$ cat config.mk
export PLATFORM = sky130hd
export DESIGN_NAME = dram_cycle_decoder
export DESIGN_NICKNAME = d
export VERILOG_FILES = /design/src/rtl/dcd_pkg.sv /design/src/rtl/dcd_cycle_ctl.sv /design/src/rtl/dcd_cell_array.sv /design/src/rtl/dram_cycle_decoder.sv
export SDC_FILE = /design/constraint.sdc
export NUM_CORES = 1
export LEC_CHECK = 0
export BUFFER_PORTS_ARGS = -buffer_cell sky130_fd_sc_hd__buf_2
export CAP_MARGIN = 20
export CORE_ASPECT_RATIO = 1.4
export CORE_UTILIZATION = 52
export CTS_BUF_LIST = sky130_fd_sc_hd__clkbuf_4 sky130_fd_sc_hd__clkbuf_8
export DETAILED_ROUTE_END_ITERATION = 10
export PLACE_DENSITY = 0.8
export SYNTH_ARGS = -nofsm -noshare
export SYNTH_HDL_FRONTEND = slang
export SYNTH_HIERARCHICAL = 1
export SYNTH_SLANG_ARGS = --single-unit
export TNS_END_PERCENT = 5
$ cat constraint.sdc
create_clock -name clk -period 1.9 [get_ports clk]
set_input_delay 0 -clock clk [delete_from_list [all_inputs] [get_ports clk]]
set_output_delay 0 -clock clk [all_outputs]
set_load 0.01 [all_outputs]
$ cat src/rtl/dcd_pkg.sv
package dcd_pkg;
  typedef enum logic [1:0] {
    CYC_IDLE = 2'd0,
    CYC_ROW  = 2'd1,
    CYC_RFSH = 2'd2,
    CYC_TSET = 2'd3
  } cyc_t;
endpackage

$ cat src/rtl/dcd_cycle_ctl.sv
module dcd_cycle_ctl
  import dcd_pkg::*;
(
  input  logic clk,
  input  logic rst_n,
  input  logic ras_n,
  input  logic cas_n,
  input  logic we_n,
  output cyc_t cyc_q,
  output logic tmode_q,
  output logic acc_go,
  output logic acc_wr
);
  logic ras_q, cas_q, cas_seen;
  logic ras_fall, ras_rise;
  cyc_t cyc_next;

  assign ras_fall = ras_q & ~ras_n;
  assign ras_rise = ~ras_q & ras_n;

  always_comb begin
    if (cas_n)     cyc_next = CYC_ROW;
    else if (we_n) cyc_next = CYC_RFSH;
    else           cyc_next = CYC_TSET;
  end

  // column access: column strobe falls while a row cycle is already open
  assign acc_go = ~ras_q & ~ras_n & cas_q & ~cas_n & (cyc_q == CYC_ROW);
  assign acc_wr = acc_go & ~we_n;

  always_ff @(posedge clk or negedge rst_n) begin
    if (!rst_n) begin
      ras_q    <= 1'b1;
      cas_q    <= 1'b1;
      cas_seen <= 1'b0;
      cyc_q    <= CYC_IDLE;
      tmode_q  <= 1'b0;
    end else begin
      ras_q <= ras_n;
      cas_q <= cas_n;
      if (ras_fall)    cas_seen <= 1'b0;
      else if (acc_go) cas_seen <= 1'b1;
      if (ras_fall) begin
        cyc_q <= cyc_next;
        if (cyc_next == CYC_TSET)      tmode_q <= 1'b1;
        else if (cyc_next == CYC_RFSH) tmode_q <= 1'b0;
      end else if (ras_rise && cyc_q == CYC_ROW && !cas_seen) begin
        tmode_q <= 1'b0;
      end
    end
  end

  a_r2_code_held: assert property (@(posedge clk) disable iff (!rst_n)
    !$stable(cyc_q) |-> $past(ras_fall));
  a_r3_set_enters: assert property (@(posedge clk) disable iff (!rst_n)
    (ras_fall && !cas_n && !we_n) |=> tmode_q);
  a_r4_refresh_exits: assert property (@(posedge clk) disable iff (!rst_n)
    (ras_fall && !cas_n && we_n) |=> !tmode_q);
endmodule

$ cat src/rtl/dcd_cell_array.sv
module dcd_cell_array #(
  parameter int IO_W      = 4,
  parameter int COL_W     = 4,
  parameter int LANE_BITS = 2
) (
  input  logic                 clk,
  input  logic                 rst_n,
  input  logic                 acc_go,
  input  logic                 acc_wr,
  input  logic                 tmode,
  input  logic                 ras_n,
  input  logic                 cas_n,
  input  logic [COL_W-1:0]     col,
  input  logic [IO_W-1:0]      din,
  output logic [(1<<LANE_BITS)-1:0] lane_we,
  output logic [IO_W-1:0]      dout,
  output logic                 rd_valid
);
  localparam int CELLS = 1 << COL_W;
  localparam int LANES = 1 << LANE_BITS;
  localparam int GRP_W = COL_W - LANE_BITS;

  logic [IO_W-1:0] mem [CELLS];
  logic [GRP_W-1:0] grp;
  logic [LANE_BITS-1:0] lane;
  logic [IO_W-1:0] grp_word [LANES];
  logic [IO_W-1:0] cmp_flags;

  assign grp  = col[COL_W-1:LANE_BITS];
  assign lane = col[LANE_BITS-1:0];

  for (genvar gl = 0; gl < LANES; gl++) begin : g_lane
    assign grp_word[gl] = mem[{grp, LANE_BITS'(gl)}];
  end

  for (genvar gi = 0; gi < IO_W; gi++) begin : g_cmp
    always_comb begin
      cmp_flags[gi] = 1'b1;
      for (int l = 1; l < LANES; l++)
        if (grp_word[l][gi] != grp_word[0][gi]) cmp_flags[gi] = 1'b0;
    end
  end

  always_ff @(posedge clk or negedge rst_n) begin
    if (!rst_n) begin
      for (int c = 0; c < CELLS; c++) mem[c] <= '0;
      lane_we  <= '0;
      dout     <= '0;
      rd_valid <= 1'b0;
    end else begin
      lane_we <= '0;
      if (acc_wr) begin
        if (tmode) begin
          for (int l = 0; l < LANES; l++) mem[{grp, LANE_BITS'(l)}] <= din;
          lane_we <= '1;
        end else begin
          mem[col] <= din;
          lane_we  <= LANES'(1) << lane;
        end
        rd_valid <= 1'b0;
      end else if (acc_go) begin
        dout     <= tmode ? cmp_flags : mem[col];
        rd_valid <= 1'b1;
      end else if (ras_n && cas_n) begin
        rd_valid <= 1'b0;
      end
    end
  end

  a_r6_single_lane: assert property (@(posedge clk) disable iff (!rst_n)
    (acc_wr && !tmode) |=> ($countones(lane_we) == 1));
  a_r8_all_lanes: assert property (@(posedge clk) disable iff (!rst_n)
    (acc_wr && tmode) |=> (lane_we == '1));
  a_r11_drop_idle: assert property (@(posedge clk) disable iff (!rst_n)
    (ras_n && cas_n && !acc_go) |=> !rd_valid);
endmodule

$ cat src/rtl/dram_cycle_decoder.sv
module dram_cycle_decoder
  import dcd_pkg::*;
#(
  parameter int IO_W  = 4,
  parameter int COL_W = 4
) (
  input  logic             clk,
  input  logic             rst_n,
  input  logic             ras_n,
  input  logic             cas_n,
  input  logic             we_n,
  input  logic             oe_n,
  input  logic [COL_W-1:0] col_addr,
  input  logic [IO_W-1:0]  din,
  output logic [1:0]       cyc_type,
  output logic             test_mode,
  output logic [3:0]       lane_we,
  output logic [IO_W-1:0]  dout,
  output logic             dout_en
);
  localparam int LANE_BITS = 2;

  cyc_t cyc_w;
  logic acc_go, acc_wr, rd_valid;

  dcd_cycle_ctl u_ctl (
    .clk(clk), .rst_n(rst_n), .ras_n(ras_n), .cas_n(cas_n), .we_n(we_n),
    .cyc_q(cyc_w), .tmode_q(test_mode), .acc_go(acc_go), .acc_wr(acc_wr)
  );

  dcd_cell_array #(.IO_W(IO_W), .COL_W(COL_W), .LANE_BITS(LANE_BITS)) u_arr (
    .clk(clk), .rst_n(rst_n), .acc_go(acc_go), .acc_wr(acc_wr),
    .tmode(test_mode), .ras_n(ras_n), .cas_n(cas_n), .col(col_addr),
    .din(din), .lane_we(lane_we), .dout(dout), .rd_valid(rd_valid)
  );

  assign cyc_type = cyc_w;
  assign dout_en  = rd_valid & ~oe_n;
endmodule

Word level (Yosys, flattened, before mapping). Index checks and enable logic that the tools add are counted.

Bits in registers: 79. Output and inout port bits: 12.

Equality and inequality tests: 16. Shift-type cells: 1. Reductions and logical operators: 14. Mux-type cells: 57. Order comparisons: 10. Bitwise operators: 19.

Operators with widths (count): $bwmux 64 (5); $bmux 4 s4 (5); $demux 4 s4 (5); $mux 4 (18); $mux 64 (1); $ge 5x5->1 const B (5); $lt 5x1->1 const B (5); $not 4->5 (5); $mux 1 (22); $ne 1x1->1 (12); $and 1x1->1 (8); $logic_and 1x1->1 (8); $not 1->1 (6); $eq 2x2->1 const B (2); $reduce_and 2->1 (2); $reduce_bool 2->1 (2); $shl 1x2->4 const A (1); $ne 3x3->1 const B (1); $reduce_bool 3->1 (1); $eq 2x1->1 const B (1); $mux 2 (1); $logic_not 1->1 (1).

Longest topological paths before layout.
Depth after elaboration: 10. Depth in mapped cells: 7. Depth with buffers taken out: 7.

By module. The synthesis kept the hierarchy.

Modules (own cells, without submodules): dcd_cell_array (sequential area each 1826.8 µm², cells each 255, instances 1, area an instance 3759.9 µm²); dcd_cycle_ctl (sequential area each 152.6 µm², cells each 20, instances 1, area an instance 249.0 µm²); dram_cycle_decoder (sequential area each 0.0 µm², cells each 1, instances 1, area an instance 13.8 µm²).

Worst setup path after synthesis. No wires, ideal clock.

Kind: register -> register. Start: reg u_ctl.cyc_q[1]. End: reg u_arr/mem[0] (netlist bit). Arrival time: 1.720 ns. Period minus slack after synthesis: 1.845 ns. Cell stages (with the launch flop): 7. Setup slack: 0.055 ns. Required time: 1.775 ns. Setup time: 0.125 ns. Path buffers: 0. Cell sequence: dfrtp_1 -> nor3b_2 -> and3_4 -> and2b_1 -> nor2b_1 -> nand3_1 -> mux2_2.

Longest elaborated chain between the ends: 3.

Ends and longest elaborated chain: from (decl) (line dcd_cycle_ctl.sv:9) `output cyc_t cyc_q,`; from (signal assigned) (line dcd_cycle_ctl.sv:44) `cyc_q <= cyc_next;`; $eq 2x1->1 (line dcd_cycle_ctl.sv:28) `assign acc_go = ~ras_q & ~ras_n & cas_q & ~cas_n & (cyc_q == CYC_ROW);`; $and 1x1->1 (line dcd_cycle_ctl.sv:28); named net acc_go (line dram_cycle_decoder.sv:24) `logic acc_go, acc_wr, rd_valid;`; $and 1x1->1 (line dcd_cycle_ctl.sv:29) `assign acc_wr = acc_go & ~we_n;`; named net acc_wr (line dram_cycle_decoder.sv:24); to (signal, indexed assignment) (line dcd_cell_array.sv:57) `mem[col] <= din;`; to (decl) (line dcd_cell_array.sv:23) `logic [IO_W-1:0] mem [CELLS];`.

The timed path passes the listed nets, and every way through them passes these cells. A chain may end at the register's enable or synchronous reset.

Worst setup path after layout.
Start: reg u_ctl.cyc_q[1]. End: reg u_arr/mem[9] (netlist bit).

Same word-level chain as after synthesis.

==> summary.md <==
| Metric | Value |
|---|---|
| Layout filler cell count | `514` |
| Fraction of layout cells with a size suffix above 1 | `60.30%` |
| Post-DP Area | `0.004367 sq mm` |
| CTS tree | `built` |
| DR pass1 iterations | `4` |
| Worst setup SP type | `flop` |
| Final wirelength | `9.933 mm` |
| Async set-reset flop share out of synthesis | `100.0%` |
| Final Hold Violating Endpoints | `0` |
| CTS H-tree depth | `3` |
| Site Rows | `37` |
| Initial antenna violation count | `0` |
| Critical Path Fanout Max | `6` |
| Final Max Tran Viols | `0` |
| Final Net Count | `339` |
| Register clock-pin slew on the reported worst setup and hold paths | `80 ps` |
| Final period utilization | `102.4%` |
| Vias per std cell | `6.398` |
| CTS buffer count | `9` |
| Mapped Nets | `290` |
| Tightest Pin Transition | `735.1 ps` |
| Final Instance Area | `0.004847 sq mm` |
| Global-route wire length before repair | `15.24 mm` |
| Post-synth cell types | `33` |
| Internal reg-to-reg setup slack | `-50 ps` |
| Post-synth top flop | `dfrtp_1` |
| Core box area | `0.007407 sq mm` |
| Max-cap violations | `0` |
| Initial core utilization | `54.31%` |
| Max Fclk | `0.5141 GHz` |
| Syn. warnings | `6` |
| # DRC | `0` |
| Die Wd | `76.34 um` |
| Post-synthesis cell count | `276` |
| Drt wl/cell | `23.26 um` |
| CP Capture Type | `flop` |
| Most frequent cells in the layout | `dfrtp_1 (77), mux2_2 (68), mux4_2 (28)` |
| Largest net degree at the start of global routing | `38` |
| Buffers on Ports | `25` |
| Via Count | `2732` |
| Hold Startpoint | `din[0]` |
| Clock Path Buffers | `2` |
| Final min period | `1945 ps` |
| Outcome | `finished with violations` |
| Die height | `106.1 um` |
| Worst IR Drop VDD | `0.4944 mV` |
| Commonest non-fill, non-tap cell in the layout | `dfrtp_1` |
| Total die area | `0.008097 sq mm` |
| Place WS | `-189.1 ps` |
| Gr ovfl total | `0` |
| PwrDens | `792.3 mW/mm^2` |
| Unrepaired setup endpoints after global routing | `yes` |
| Avg Cell Area, Syn | `14.57 sq um` |
| Root buf cell | `clkbuf_8` |
| Routed Antenna Nets | `0` |
| Num ports | `26` |
| Setup-failing EPs final | `16` |
| CP Class | `flop to flop` |
| Skew-Pair Late Insertion Delay | `350 ps` |
| Vias in the first global route | `2822` |
| Post-synth EDFFs | `0` |
| Hpwl dp | `6.819 mm` |
| Rel. slew slack | `50.81%` |
| Area grow syn2layout | `20.50%` |
| Netlist area before placement | `0.004023 sq mm` |
| Number of clock sinks | `79` |
| Failing checks | `negative setup slack` |
| Starting DRT DRC Count | `261` |
| Util after Layout | `65.44%` |
| Gr usage total | `25.87%` |
| Antenna diodes | `0` |
| Critical Path RT | `2140 ps` |
| Pleak | `2.260 nW` |
| RR Startpoint | `u_ctl/cyc_q[1]$_DFFE_PN0P_` |
| Final WS setup | `-45.33 ps` |
| Clock skew | `9.349 ps` |
| Number of synthesized register bits | `79` |
| Hold Path Class | `primary input to flop` |
| Critical Path Start | `u_ctl/cyc_q[1]$_DFFE_PN0P_` |
| Sequential share of the synthesized area | `49.21%` |
| Routability Congestion | `0.9007` |
| Crit path DAT | `2180 ps` |
sequential cells by signal (all words and copies together) (netlist names):
| register | cells |
|---|---|
| u_arr/mem | 64 |
| u_arr/dout | 4 |
| u_arr/lane_we | 4 |
| u_ctl/cyc_q | 2 |
| u_arr/rd_valid | 1 |
| u_ctl/cas_q | 1 |
| u_ctl/cas_seen | 1 |
| u_ctl/ras_q | 1 |
| u_ctl/tmode_q | 1 |
report_power, final:
group / internal, W / switching (W)
Clock: 0.000899 / 0.000581
Sequential: 0.00178 / 0.0000795
Combinational: 0.000244 / 0.000256
Total: 0.00292 / 0.000916
Yosys cell counts (2+ instances only):
cell / number / area [sq um]
mux2_2: 68 / 765.7
a2111oi_0: 4 / 35.03
mux4_2: 28 / 630.6
o22ai_1: 4 / 25.02
and2_1: 5 / 31.28
buf_2: 4 / 20.02
nand2_1: 15 / 56.30
o21ai_1: 2 / 10.01
nand3_1: 4 / 20.02
a311oi_1: 4 / 35.03
mux2i_1: 8 / 80.08
dfrtp_1: 77 / 1927
clkbuf_1: 5 / 18.77
buf_6: 3 / 33.78
o21a_1: 4 / 30.03
dfstp_2: 2 / 52.55
nor2_1: 8 / 30.03
or4_1: 4 / 30.03
nor2b_1: 7 / 43.79
nand2b_1: 2 / 12.51
buf_1: 2 / 7.510
a21oi_1: 2 / 10.01
nand4_1: 4 / 25.02
worst paths after layout:
kind | to | depth (start not counted)
min in group asynchronous | u_arr/dout[1]$_DFFE_PN0P_ | 2
worst max-delay path | u_arr/mem[9]$_DFFE_PN0P_ | 7
worst min register to register | u_ctl/cas_seen$_DFFE_PN0P_ | 1
worst min-delay path | u_arr/mem[16]$_DFFE_PN0P_ | 2
max in group asynchronous | u_ctl/cas_q$_DFF_PN1_ | 3
worst max register to register | u_arr/mem[9]$_DFFE_PN0P_ | 7
metrics by stage:
stage	hold WS, ps	std cells	total power (W)	setup TNS, ps
after floorplan	-295.6	276	0.002137	0
after global placement	-9.329	404	0.002318	-1444
after detailed placement	-8.920	404	0.002340	-6344
after CTS	104.1	425	0.003820	-1852
after global routing	142.0	427	0.003968	-1640
final	114.8	427	0.003840	-312.8
worst max-delay path, cell delays in order (launching register included):
cell	delay (ps)
dfrtp_1	410
nor3b_2	220
and3_4	210
and2b_2	220
o21a_4	210
nand3_4	120
buf_6	180
mux2_2	270
metal layers:
metal,share of wire [%],GRT usage [%],up-vias
met1,38,30.75,1405
met5,0,0,-
met2,52,43.24,136
met4,3.8,15.38,0
li1,-,-,1162
met3,6.1,5.494,29
cell families (layout without fill, tap and decap cells):
family,count (synthesis),after routing,share of synthesized area (%)
compound gates,22,22,3.950
mux,104,104,36.70
simple gates,56,56,7.962
buf+inv,15,69,2.177
flops,79,79,49.21
area by class of cell:
type	count	area, sq um	share of cell area, %
multi-input combinational	182	2112	43.57
sequential	79	1979	40.84
timing repair buffer	53	387.9	8.002
clock inverter	2	60.06	1.239
clock buffer	14	186.4	3.846
tap	97	121.4	2.504
repair_timing:
item                                   4_1_cts  5_1_grt
buffers inserted                             1        2
resized for setup                            8       37
pin swaps                                    0        1
endpoints found under the hold margin       44        0
setup endpoints to repair                   67       68
hold buffers                                 4        0
Power figures use the tool's default switching activity.
